<file path="src/rtl/fpu_flag_pkg.sv">
package fpu_flag_pkg;

  localparam int WORD_W     = 32;
  localparam int EXP_W      = 8;
  localparam int MAN_W      = 23;
  localparam int OP_W       = 4;
  localparam int UPD_W      = 16;
  localparam int RAW_FLAG_N = 6;
  localparam int STAT_N     = 6;
  localparam int OPND_N     = 3;

  // update word: value bit for status index i is UPD_VAL_TOP - i, enable is +UPD_EN_OFS
  localparam int UPD_VAL_TOP = 7;
  localparam int UPD_EN_OFS  = 8;

  // raw flag positions
  localparam int FL_INV = 0;
  localparam int FL_OVF = 1;
  localparam int FL_UNF = 2;
  localparam int FL_DEN = 3;
  localparam int FL_DVZ = 4;
  localparam int FL_INX = 5;

  // status positions
  localparam int ST_FS = 0;
  localparam int ST_FI = 1;
  localparam int ST_FV = 2;
  localparam int ST_FZ = 3;
  localparam int ST_FU = 4;
  localparam int ST_FX = 5;

  localparam logic [WORD_W-1:0] NAN_DEFAULT = 32'h7FC0_0000;
  localparam logic [WORD_W-1:0] NAN_ADD     = 32'h7FC0_0001;
  localparam logic [WORD_W-1:0] NAN_MUL     = 32'h7FC0_0002;
  localparam logic [WORD_W-1:0] NAN_SQRT    = 32'h7FC0_0004;
  localparam logic [WORD_W-1:0] NAN_DIV     = 32'h7FC0_0008;

  typedef enum logic [OP_W-1:0] {
    OP_ADD  = 4'd0,
    OP_SUB  = 4'd1,
    OP_MUL  = 4'd2,
    OP_DIV  = 4'd3,
    OP_FMA  = 4'd4,
    OP_FMS  = 4'd5,
    OP_SQRT = 4'd6,
    OP_F2I  = 4'd7,
    OP_F2U  = 4'd8,
    OP_PASS = 4'd9
  } opClass_e;

  typedef enum logic [2:0] {
    SEL_RAW,
    SEL_ZERO,
    SEL_QNAN,
    SEL_ADDNAN,
    SEL_MULNAN,
    SEL_DIVNAN,
    SEL_SQRTNAN
  } resSel_e;

  typedef struct packed {
    logic              resLoad;
    resSel_e           resSel;
    logic              statLoad;
    logic [STAT_N-1:0] statSet;
    logic              updLoad;
    logic [STAT_N-1:0] updVal;
    logic [STAT_N-1:0] updEn;
  } ctrlStrobe_t;

endpackage

</file>
<file path="src/rtl/fpu_opnd_class.sv">
module fpu_opnd_class
  import fpu_flag_pkg::*;
(
  input  logic [WORD_W-1:0] word,
  output logic              isNan,
  output logic              isInf,
  output logic              isZeroDn,
  output logic              isNeg
);

  localparam int EXP_LO = MAN_W;
  localparam int EXP_HI = MAN_W + EXP_W - 1;

  logic [EXP_W-1:0] expField;
  logic [MAN_W-1:0] manField;
  logic             expMax;

  assign expField = word[EXP_HI:EXP_LO];
  assign manField = word[MAN_W-1:0];
  assign expMax   = &expField;

  assign isNan    = expMax && (manField != '0);
  assign isInf    = expMax && (manField == '0);
  assign isZeroDn = (expField == '0);
  assign isNeg    = word[WORD_W-1];

endmodule

</file>
<file path="src/rtl/fpu_flag_ctrl.sv">
module fpu_flag_ctrl
  import fpu_flag_pkg::*;
(
  input  logic                  clk,
  input  logic                  rstN,
  input  logic                  resValid,
  input  logic [OP_W-1:0]       resOp,
  input  logic [WORD_W-1:0]     opA,
  input  logic [WORD_W-1:0]     opB,
  input  logic [WORD_W-1:0]     opC,
  input  logic [RAW_FLAG_N-1:0] rawFlags,
  input  logic                  updValid,
  input  logic [UPD_W-1:0]      updWord,
  output ctrlStrobe_t           strobe
);

  logic [WORD_W-1:0] opnd [OPND_N];
  logic [OPND_N-1:0] cNan, cInf, cZero, cNeg;

  assign opnd[0] = opA;
  assign opnd[1] = opB;
  assign opnd[2] = opC;

  for (genvar k = 0; k < OPND_N; k++) begin : g_cls
    fpu_opnd_class u_cls (
      .word    (opnd[k]),
      .isNan   (cNan[k]),
      .isInf   (cInf[k]),
      .isZeroDn(cZero[k]),
      .isNeg   (cNeg[k])
    );
  end

  opClass_e              opCls;
  logic [RAW_FLAG_N-1:0] effFlags;
  resSel_e               sel;
  logic                  aBelowZero;
  logic                  invIn;
  logic                  addendNeg;

  assign opCls      = opClass_e'(resOp);
  assign invIn      = rawFlags[FL_INV];
  assign aBelowZero = opA[WORD_W-1] && (opA[WORD_W-2:0] != '0);
  assign addendNeg  = cNeg[2] ^ (opCls == OP_FMS);

  always_comb begin
    effFlags = rawFlags;
    sel      = SEL_RAW;
    unique case (opCls)
      OP_ADD, OP_SUB: if (invIn && !cNan[0] && !cNan[1]) sel = SEL_ADDNAN;
      OP_MUL:         if (invIn && !cNan[0] && !cNan[1]) sel = SEL_MULNAN;
      OP_DIV:         if (invIn && !cNan[0] && !cNan[1]) sel = SEL_DIVNAN;
      OP_SQRT:        if (invIn && !cNan[0]) sel = SEL_SQRTNAN;
      OP_FMA, OP_FMS: begin
        if (invIn) begin
          if (|cNan) begin
            sel = SEL_QNAN;
          end else if ((cInf[0] && cZero[1]) || (cZero[0] && cInf[1])) begin
            sel = SEL_MULNAN;
          end else if ((cInf[0] || cInf[1]) && cInf[2]
                       && ((cNeg[0] ^ cNeg[1]) != addendNeg)) begin
            sel = SEL_ADDNAN;
          end
        end
      end
      OP_F2I: begin
        if (invIn) begin
          effFlags[FL_INX] = 1'b0;
          if (cNan[0]) sel = SEL_ZERO;
        end
      end
      OP_F2U: begin
        if (invIn) begin
          effFlags[FL_INX] = 1'b0;
          if (cNan[0]) sel = SEL_ZERO;
        end else if (aBelowZero) begin
          effFlags         = '0;
          effFlags[FL_INV] = 1'b1;
          sel              = SEL_ZERO;
        end
      end
      default: sel = SEL_RAW;
    endcase
  end

  logic [STAT_N-1:0] setVec;
  assign setVec[ST_FS] = |effFlags;
  assign setVec[ST_FI] = effFlags[FL_INV];
  assign setVec[ST_FV] = effFlags[FL_OVF];
  assign setVec[ST_FZ] = effFlags[FL_DVZ];
  assign setVec[ST_FU] = effFlags[FL_UNF] | effFlags[FL_DEN];
  assign setVec[ST_FX] = effFlags[FL_INX] | effFlags[FL_DEN];

  logic [STAT_N-1:0] uVal, uEn;
  for (genvar i = 0; i < STAT_N; i++) begin : g_upd
    assign uVal[i] = updWord[UPD_VAL_TOP - i];
    assign uEn[i]  = updWord[UPD_VAL_TOP - i + UPD_EN_OFS];
  end

  assign strobe.resLoad  = resValid;
  assign strobe.resSel   = sel;
  assign strobe.statLoad = resValid && !updValid;
  assign strobe.statSet  = setVec;
  assign strobe.updLoad  = updValid;
  assign strobe.updVal   = uVal;
  assign strobe.updEn    = uEn;

  AST_CONV_NO_INEXACT: assert property (@(posedge clk) disable iff (!rstN)
    (resValid && (resOp == OP_F2I || resOp == OP_F2U) && invIn && !rawFlags[FL_DEN])
      |-> !strobe.statSet[ST_FX]);
  AST_UPD_PRIORITY: assert property (@(posedge clk) disable iff (!rstN)
    updValid |-> !strobe.statLoad);
  AST_SEL_ONLY_ON_INVALID: assert property (@(posedge clk) disable iff (!rstN)
    (resValid && resOp <= OP_DIV && !invIn) |-> (strobe.resSel == SEL_RAW));

endmodule

</file>
<file path="src/rtl/fpu_flag_dp.sv">
module fpu_flag_dp
  import fpu_flag_pkg::*;
(
  input  logic              clk,
  input  logic              rstN,
  input  ctrlStrobe_t       strobe,
  input  logic [WORD_W-1:0] rawRes,
  output logic [WORD_W-1:0] resOut,
  output logic              resOutValid,
  output logic [STAT_N-1:0] stat
);

  logic [WORD_W-1:0] resNext;

  always_comb begin
    unique case (strobe.resSel)
      SEL_ZERO:    resNext = '0;
      SEL_QNAN:    resNext = NAN_DEFAULT;
      SEL_ADDNAN:  resNext = NAN_ADD;
      SEL_MULNAN:  resNext = NAN_MUL;
      SEL_DIVNAN:  resNext = NAN_DIV;
      SEL_SQRTNAN: resNext = NAN_SQRT;
      default:     resNext = rawRes;
    endcase
  end

  always_ff @(posedge clk) begin
    if (!rstN) begin
      resOut      <= '0;
      resOutValid <= 1'b0;
    end else begin
      resOutValid <= strobe.resLoad;
      if (strobe.resLoad) resOut <= resNext;
    end
  end

  for (genvar i = 0; i < STAT_N; i++) begin : g_stat
    always_ff @(posedge clk) begin
      if (!rstN) begin
        stat[i] <= 1'b0;
      end else if (strobe.updLoad) begin
        if (i == ST_FX) begin
          if (strobe.updEn[i]) stat[i] <= strobe.updVal[i];
        end else begin
          stat[i] <= strobe.updVal[i] & strobe.updEn[i];
        end
      end else if (strobe.statLoad) begin
        if (i == ST_FS) stat[i] <= strobe.statSet[i];
        else            stat[i] <= stat[i] | strobe.statSet[i];
      end
    end
  end

  AST_FS_CLEAR_NOFLAG: assert property (@(posedge clk) disable iff (!rstN)
    (strobe.statLoad && strobe.statSet == '0) |=> !stat[ST_FS]);
  AST_FI_STICKY: assert property (@(posedge clk) disable iff (!rstN)
    (!strobe.updLoad && stat[ST_FI]) |=> stat[ST_FI]);
  AST_FX_HOLD: assert property (@(posedge clk) disable iff (!rstN)
    (strobe.updLoad && !strobe.updEn[ST_FX]) |=> $stable(stat[ST_FX]));
  AST_ADD_NAN_OUT: assert property (@(posedge clk) disable iff (!rstN)
    (strobe.resLoad && strobe.resSel == SEL_ADDNAN) |=> (resOut == NAN_ADD));
  AST_UPD_FS_LOAD: assert property (@(posedge clk) disable iff (!rstN)
    strobe.updLoad |=> (stat[ST_FS] == $past(strobe.updVal[ST_FS] & strobe.updEn[ST_FS])));

endmodule

</file>
<file path="src/rtl/fpu_flag_unit.sv">
module fpu_flag_unit
  import fpu_flag_pkg::*;
(
  input  logic                  clk,
  input  logic                  rstN,
  input  logic                  resValid,
  input  logic [OP_W-1:0]       resOp,
  input  logic [WORD_W-1:0]     opA,
  input  logic [WORD_W-1:0]     opB,
  input  logic [WORD_W-1:0]     opC,
  input  logic [WORD_W-1:0]     rawRes,
  input  logic [RAW_FLAG_N-1:0] rawFlags,
  input  logic                  updValid,
  input  logic [UPD_W-1:0]      updWord,
  output logic [WORD_W-1:0]     resOut,
  output logic                  resOutValid,
  output logic                  stFs,
  output logic                  stFi,
  output logic                  stFv,
  output logic                  stFz,
  output logic                  stFu,
  output logic                  stFx
);

  ctrlStrobe_t       strobe;
  logic [STAT_N-1:0] stat;

  fpu_flag_ctrl u_ctrl (
    .clk      (clk),
    .rstN     (rstN),
    .resValid (resValid),
    .resOp    (resOp),
    .opA      (opA),
    .opB      (opB),
    .opC      (opC),
    .rawFlags (rawFlags),
    .updValid (updValid),
    .updWord  (updWord),
    .strobe   (strobe)
  );

  fpu_flag_dp u_dp (
    .clk         (clk),
    .rstN        (rstN),
    .strobe      (strobe),
    .rawRes      (rawRes),
    .resOut      (resOut),
    .resOutValid (resOutValid),
    .stat        (stat)
  );

  assign stFs = stat[ST_FS];
  assign stFi = stat[ST_FI];
  assign stFv = stat[ST_FV];
  assign stFz = stat[ST_FZ];
  assign stFu = stat[ST_FU];
  assign stFx = stat[ST_FX];

endmodule

</file>
<file path="config.mk">
export PLATFORM = sky130hd
export DESIGN_NAME = fpu_flag_unit
export DESIGN_NICKNAME = d
export VERILOG_FILES = /design/src/rtl/fpu_flag_pkg.sv /design/src/rtl/fpu_opnd_class.sv /design/src/rtl/fpu_flag_ctrl.sv /design/src/rtl/fpu_flag_dp.sv /design/src/rtl/fpu_flag_unit.sv
export SDC_FILE = /design/constraint.sdc
export NUM_CORES = 1
export LEC_CHECK = 0
export ABC_AREA = 1
export BUFFER_PORTS_ARGS = -buffer_cell sky130_fd_sc_hd__buf_2
export CAP_MARGIN = 20
export CORE_MARGIN = 1
export CORE_UTILIZATION = 30
export DETAILED_ROUTE_END_ITERATION = 8
export GPL_TIMING_DRIVEN = 0
export PLACE_DENSITY = 0.66
export SLEW_MARGIN = 20
export SYNTH_ARGS = -nofsm -noshare
export SYNTH_HDL_FRONTEND = slang
export SYNTH_SLANG_ARGS = --single-unit
export TNS_END_PERCENT = 50
</file>
<file path="constraint.sdc">
create_clock -name clk -period 1.6 [get_ports clk]
set_clock_uncertainty 0.1 [all_clocks]
set_input_delay 0.08 -clock clk [delete_from_list [all_inputs] [get_ports clk]]
set_output_delay 0.08 -clock clk [all_outputs]
set_load 0.03 [all_outputs]
</file>
# Word level (Yosys, flattened, before mapping)
# Cells that the tools add are included.
[word_totals]
latch_bits = 0
ramBits = 0
reg_bits = 39
n_memories = 0
mem_bits_ro = 0
[classes]
div = 0
eq_ne = 16
muxes = 33
n_bitwise = 14
reduce_logical = 38
magnitude_cmp = 0
n_shift = 0
multipliers = 0
addsub = 0
[ops]
columns = ["operator", "count"]
rows = [
  ["$pmux 32 s6", 1],
  ["$logic_not 23->1", 3],
  ["$reduce_bool 23->1", 3],
  ["$reduce_bool 31->1", 1],
  ["$reduce_and 8->1", 3],
  ["$mux 3", 7],
  ["$pmux 3 s7", 1],
  ["$mux 1", 18],
  ["$eq 4x3->1 const B", 4],
  ["$logic_not 8->1", 2],
  ["$logic_and 1x1->1", 14],
  ["$mux 5", 2],
  ["$eq 3x3->1 const B", 3],
  ["$eq 4x2->1 const B", 2],
  ["$or 1x1->1", 7],
  ["$eq 3x2->1 const B", 2],
  ["$mux 6", 1],
  ["$reduce_or 6->1", 1],
  ["$and 1x1->1", 5],
  ["$eq 4x1->1 const B", 1],
  ["$eq 4x4->1 const B", 1],
  ["$logic_not 4->1", 1],
  ["$mux 2", 2],
  ["$reduce_or 2->1", 2],
  ["10 further kinds", 14],
]

# Longest topological paths before layout
[depth]
word_depth = 12
depth_mapped = 16

# By module
# Synthesis repeated with hierarchy kept, for this count alone.
[unflattened]
cells_unflattened = 476
hier_area_um2 = 2872.8
[modules_own_cells]
columns = ["mod", "seq_area_each_um2", "cells_each", "n_inst", "area_each_um2"]
rows = [
  ["fpu_flag_dp", 780.7, 246, 1, 1835.5],
  ["fpu_flag_ctrl", 0.0, 119, 1, 575.6],
  ["fpu_opnd_class", 0.0, 37, 3, 153.9],
]

# Worst setup path after synthesis
# Ideal clock, no wire load.
[synth_timing]
path_kind = "input-to-reg"
start = "in opA[3]"
end = "reg u_dp.resOut[19]"
arrival_ns = 1.346
setup_slack_ns = 0.022
stages = 13
cell_sequence = "nor2_1 -> nand2_1 -> nor2_2 -> nand3_1 -> nand2_2 -> nand3_1 -> nor2_2 -> nand2_1 -> nand3_4 -> nor2_8 -> buf_6 -> nand3b_1 -> a21oi_1"
[synth_via]
elab_chain_len = 12
elab_cells_between_ends = 35
cone_classes = "eq/ne (6); mux (14); reduce/logical (15)"
[synth_rtl]
columns = ["item", "line_no", "rtl"]
rows = [
  ["start: declaration", "fpu_flag_unit.sv:8", "input logic [WORD_W-1:0] opA,"],
  ["$logic_not 23->1", "fpu_opnd_class.sv:23", "assign isInf = expMax && (manField == '0);"],
  ["$logic_and 1x1->1", "fpu_opnd_class.sv:23", ""],
  ["$logic_or 1x1->1", "fpu_flag_ctrl.sv:60", "end else if ((cInf[0] || cInf[1]) && cInf[2]"],
  ["$logic_and 1x1->1", "fpu_flag_ctrl.sv:60", ""],
  ["$logic_and 1x1->1", "fpu_flag_ctrl.sv:61", "&& ((cNeg[0] ^ cNeg[1]) != addendNeg)) begin"],
  ["$mux 2", "fpu_flag_ctrl.sv:60", ""],
  ["$mux 3", "fpu_flag_ctrl.sv:58", "end else if ((cInf[0] && cZero[1]) || (cZero[0] && cInf[1])) begin"],
  ["$mux 3", "fpu_flag_ctrl.sv:56", "if (|cNan) begin"],
  ["$mux 3", "fpu_flag_ctrl.sv:55", "if (invIn) begin"],
  ["$pmux 3 s7 (*)", "fpu_flag_ctrl.sv:49", "unique case (opCls)"],
  ["$eq 3x3->1 (tied with other cells)", "fpu_flag_dp.sv:16", "unique case (strobe.resSel)"],
  ["$pmux 32 s6 (*)", "fpu_flag_dp.sv:16", ""],
  ["end signal: assignment", "fpu_flag_dp.sv:33", "if (strobe.resLoad) resOut <= resNext;"],
  ["end: declaration", "fpu_flag_dp.sv:8", "output logic [WORD_W-1:0] resOut,"],
]
# Every way passes the cells marked *; elsewhere a longest branch is shown, timed or not.
# A chain may end at the register's enable or synchronous reset.

# Worst setup path after layout
[layout_timing]
start = "in opA[12]"
end = "reg u_dp.resOut[18]"
# Same word-level chain as after synthesis.

==> impl_table.tex <==
\begin{tabular}{lr}
\hline
Metric & Value \\
\hline
\multicolumn{2}{l}{\textbf{Place}} \\
Area after detailed placement & 3582 um\^{}2 \\
Half-perimeter wire length of the detailed placement result & 7.066 mm \\
Routability cong. & 0.8899 \\
Number of placed instances, taps included & 690 \\
I/O Buffers & 190 \\
Post-placement worst setup slack & -0.3626 ns \\
\multicolumn{2}{l}{\textbf{Outcome}} \\
Status & completed \\
\multicolumn{2}{l}{\textbf{Critical path}} \\
Type of the setup path with the least slack & primary input to flip-flop \\
Startpoint class of the critical path & primary input \\
Worst setup EP type & flip-flop \\
Arrival time of the worst setup path & 1.72 ns \\
Crit-path max FO & 6 \\
Required time of the worst setup path & 1.72 ns \\
\multicolumn{2}{l}{\textbf{Timing}} \\
Upper clock frequency limit & 625.8 MHz \\
Unrepaired setup endpoints after global routing & true \\
Count of final hold-check violations & 0 \\
Slew of the pin with the lowest slew margin & 0.5198 ns \\
Post-route setup slack & 0.002150 ns \\
Min Clock Period, post-route & 1.598 ns \\
Relative slew slack & 65.34\% \\
Final setup violation count & 0 \\
Fraction of the cycle the final worst path needs & 99.87\% \\
Number of slew-limit violations in the final report & 0 \\
\multicolumn{2}{l}{\textbf{Global routing}} \\
Global-route wire length before repair & 14.89 mm \\
Global router's overall resource usage & 20.92\% \\
Number of global-route vias before repair & 3,445 \\
Initial antenna violation count & 0 \\
Final global-route overflow total & 0 \\
Pin count of the biggest net entering global routing & 12 \\
\multicolumn{2}{l}{\textbf{CTS}} \\
CTS Buffer Depth & 2 \\
CTS tree & done \\
Post-CTS clock slew at the launch and capture registers of the worst setup and hold paths & 0.07 ns \\
Insertion delay to the later sink of the worst-skew pair & 0.28 ns \\
H-tree level count & 2 \\
CTS root buf & sky130\_fd\_sc\_hd\_\_clkbuf\_8 \\
Number of clock sinks seen by CTS & 39 \\
Clock buffer count from CTS & 5 \\
\multicolumn{2}{l}{\textbf{Finish}} \\
Leading cell type in the layout, fill and taps excluded & sky130\_fd\_sc\_hd\_\_buf\_2 \\
Signed area change from the synthesized netlist to the final layout & 73.11\% \\
Number of inserted filler cells in the final layout & 779 \\
Post-route insts no fill & 733 \\
Post-route core utilization & 54.95\% \\
Number of antenna cells inserted & 0 \\
Count of nets after finishing & 788 \\
Area of all placed cells without fillers & 4334 um\^{}2 \\
Most frequent cells in the layout & sky130\_fd\_sc\_hd\_\_buf\_2 (177), sky130\_fd\_sc\_hd\_\_nand2\_1 (87), sky130\_fd\_sc\_hd\_\_nor2\_1 (45) \\
Layout cells sized above 1 & 46.12\% \\
\multicolumn{2}{l}{\textbf{Synthesis}} \\
Count of warnings emitted by yosys & 0 \\
Top cells by area, synth & sky130\_fd\_sc\_hd\_\_dfxtp\_1 (31\%), sky130\_fd\_sc\_hd\_\_nand2\_1 (15\%), sky130\_fd\_sc\_hd\_\_nor2\_1 (9.7\%) \\
Number of standard cells after synthesis & 398 \\
Sequential area share after synthesis & 31.18\% \\
Mapped Area & 2504 um\^{}2 \\
Total of flip-flops plus latches after synthesis & 39 \\
Cell type with the largest total area after synthesis & sky130\_fd\_sc\_hd\_\_dfxtp\_1 \\
Net Count, Synth & 556 \\
Average size of a mapped cell & 6.291 um\^{}2 \\
Top-area cell type share of the netlist area & 31.18\% \\
Synth unique cells & 31 \\
\multicolumn{2}{l}{\textbf{Pwr}} \\
Share of total power in the clock network & 24.8\% \\
Internal power of the cells & 1.730 mW \\
Net switching power & 848.6 uW \\
Largest voltage drop on the vdd net & 435.7 uV \\
Final Total Pwr & 2.578 mW \\
Leakage power & 2.057 nW \\
Switching power share of the total & 32.91\% \\
Power density over cell area & 594.9 nW/um\^{}2 \\
Logic pwr share & 33.8\% \\
Sequential power share & 41.4\% \\
\multicolumn{2}{l}{\textbf{Job}} \\
Max-capacitance violation count & 0 \\
\multicolumn{2}{l}{\textbf{Drt}} \\
Average routed wire per standard cell & 13.23 um \\
\# DRC & 0 \\
Iteration-0 DRC Markers & 190 \\
Detailed-route via count & 3,550 \\
Ratio of routed vias to standard cells & 4.843 \\
Total detailed-routing wirelength & 9.698 mm \\
Pre-antenna DRT Iters & 4 \\
Routed Antenna Nets & 0 \\
\multicolumn{2}{l}{\textbf{Worst hold path}} \\
Hold crit path type & primary input to flip-flop \\
\multicolumn{2}{l}{\textbf{Die}} \\
\# rows & 32 \\
DIE WIDTH & 93.36 um \\
Die H & 93.36 um \\
Core region area & 7888 um\^{}2 \\
\# IOs & 197 \\
Die ar. & 8715 um\^{}2 \\
Initial Utilization & 31.74\% \\
\hline
\end{tabular}
[Yosys cell counts]
| library cell | instances |
|---|---|
| sky130_fd_sc_hd__a21oi_1 | 36 |
| sky130_fd_sc_hd__a21oi_2 | 1 |
| sky130_fd_sc_hd__a31oi_1 | 5 |
| sky130_fd_sc_hd__buf_1 | 1 |
| sky130_fd_sc_hd__buf_2 | 2 |
| sky130_fd_sc_hd__buf_6 | 2 |
| sky130_fd_sc_hd__clkbuf_1 | 9 |
| sky130_fd_sc_hd__clkinv_1 | 1 |
| sky130_fd_sc_hd__dfxtp_1 | 39 |
| sky130_fd_sc_hd__inv_1 | 25 |
| sky130_fd_sc_hd__inv_2 | 3 |
| sky130_fd_sc_hd__nand2_1 | 101 |
| sky130_fd_sc_hd__nand2_2 | 6 |
| sky130_fd_sc_hd__nand2_4 | 1 |
| sky130_fd_sc_hd__nand3_1 | 21 |
| sky130_fd_sc_hd__nand3_2 | 2 |
| sky130_fd_sc_hd__nand3_4 | 1 |
| sky130_fd_sc_hd__nand3b_1 | 21 |
| sky130_fd_sc_hd__nand4_1 | 13 |
| sky130_fd_sc_hd__nor2_1 | 65 |
| sky130_fd_sc_hd__nor2_2 | 12 |
| sky130_fd_sc_hd__nor2_4 | 1 |
| sky130_fd_sc_hd__nor2_8 | 1 |
| sky130_fd_sc_hd__nor3_1 | 2 |
| sky130_fd_sc_hd__nor3_2 | 1 |
| sky130_fd_sc_hd__nor4_1 | 2 |
| sky130_fd_sc_hd__o21ai_0 | 19 |
| sky130_fd_sc_hd__o21ai_1 | 1 |
| sky130_fd_sc_hd__o21ai_2 | 2 |
| sky130_fd_sc_hd__o31ai_1 | 1 |
| sky130_fd_sc_hd__or2_2 | 1 |
[cell families (layout without fill, tap and decap cells)]
logic type | after synthesis | count (layout) | synth area share [%]
compound gates | 65 | 65 | 13.79
buf+inv | 43 | 274 | 7.146
flops | 39 | 39 | 31.18
simple gates | 251 | 253 | 47.88
[flip-flops by register name, summed over array words and instances (netlist names)]
register and cells:
u_dp.resOut 32, u_dp.stat 6, u_dp.resOutValid 1
[power groups by stage]
stage          clock network [mW]  registers, mW  logic (mW)
6_report                    0.639           1.07       0.872
5_1_grt                     0.695           1.07       0.949
3_3_place_gp                    0           1.09       0.704
3_5_place_dp                    0           1.09       0.716
2_1_floorplan                   0           1.22       0.260
4_1_cts                     0.651           1.07       0.764
[layout make-up]
| cell class | instances | area (um^2) | area share [%] |
|---|---|---|---|
| flip-flops and latches | 39 | 780.7 | 18.01 |
| repair buffers | 223 | 1354 | 31.24 |
| plain buffers | 14 | 75.07 | 1.732 |
| clock inverters | 1 | 5.005 | 0.1155 |
| inverters | 29 | 111.4 | 2.569 |
| well taps | 102 | 127.6 | 2.945 |
| multi-input cells | 318 | 1804 | 41.63 |
| clock buffers | 7 | 76.32 | 1.761 |
[critical path, stage by stage]
cell,delay (ns)
sky130_fd_sc_hd__buf_6,0.10
sky130_fd_sc_hd__nor2_2,0.11
sky130_fd_sc_hd__nand2_2,0.07
sky130_fd_sc_hd__nor2_4,0.13
sky130_fd_sc_hd__nand2_2,0.10
sky130_fd_sc_hd__nor2_2,0.10
sky130_fd_sc_hd__nand3_1,0.08
sky130_fd_sc_hd__nand2_2,0.13
sky130_fd_sc_hd__nor2_2,0.05
sky130_fd_sc_hd__nand2_2,0.08
sky130_fd_sc_hd__nand3_4,0.13
sky130_fd_sc_hd__nor2_8,0.18
sky130_fd_sc_hd__buf_6,0.15
sky130_fd_sc_hd__nand3b_1,0.10
sky130_fd_sc_hd__a21oi_2,0.12
[per-layer routing]
metal	vias to the layer above	wire length (um)	GRT usage (%)
met5	-	0	0
met4	0	132	4.231
met3	16	547	5.122
met2	121	4992	38.11
met1	1627	4025	24.71
li1	1786	-	-
[worst paths after layout]
check,cells past startpoint,startpoint,end,slack (ns)
setup / recovery,15,opA[12],u_dp.resOut[18],0.002
hold / removal,3,updWord[6],u_dp.stat[1],0.01
setup reg to reg,4,u_dp.stat[5],u_dp.stat[5],0.70
hold reg to reg,2,u_dp.resOut[9],u_dp.resOut[9],0.36
[what timing repair did]
action	in CTS	in global routing
buffers inserted	0	9
endpoints found under the setup margin	29	31
hold buffers	22	0
endpoints found under the hold margin	17	0
cloned	0	4
pin swaps	1	44
resized for setup	6	84
[per-stage QoR]
step	setup TNS (ns)	hold slack, ns
2_1_floorplan	0	0.1184
3_3_place_gp	-8.987	0.2332
3_5_place_dp	-10.07	0.2404
4_1_cts	0	0.002247
5_1_grt	-2.485	0.01830
6_report	0	0.009611
(Power assumes the default switching activity.)
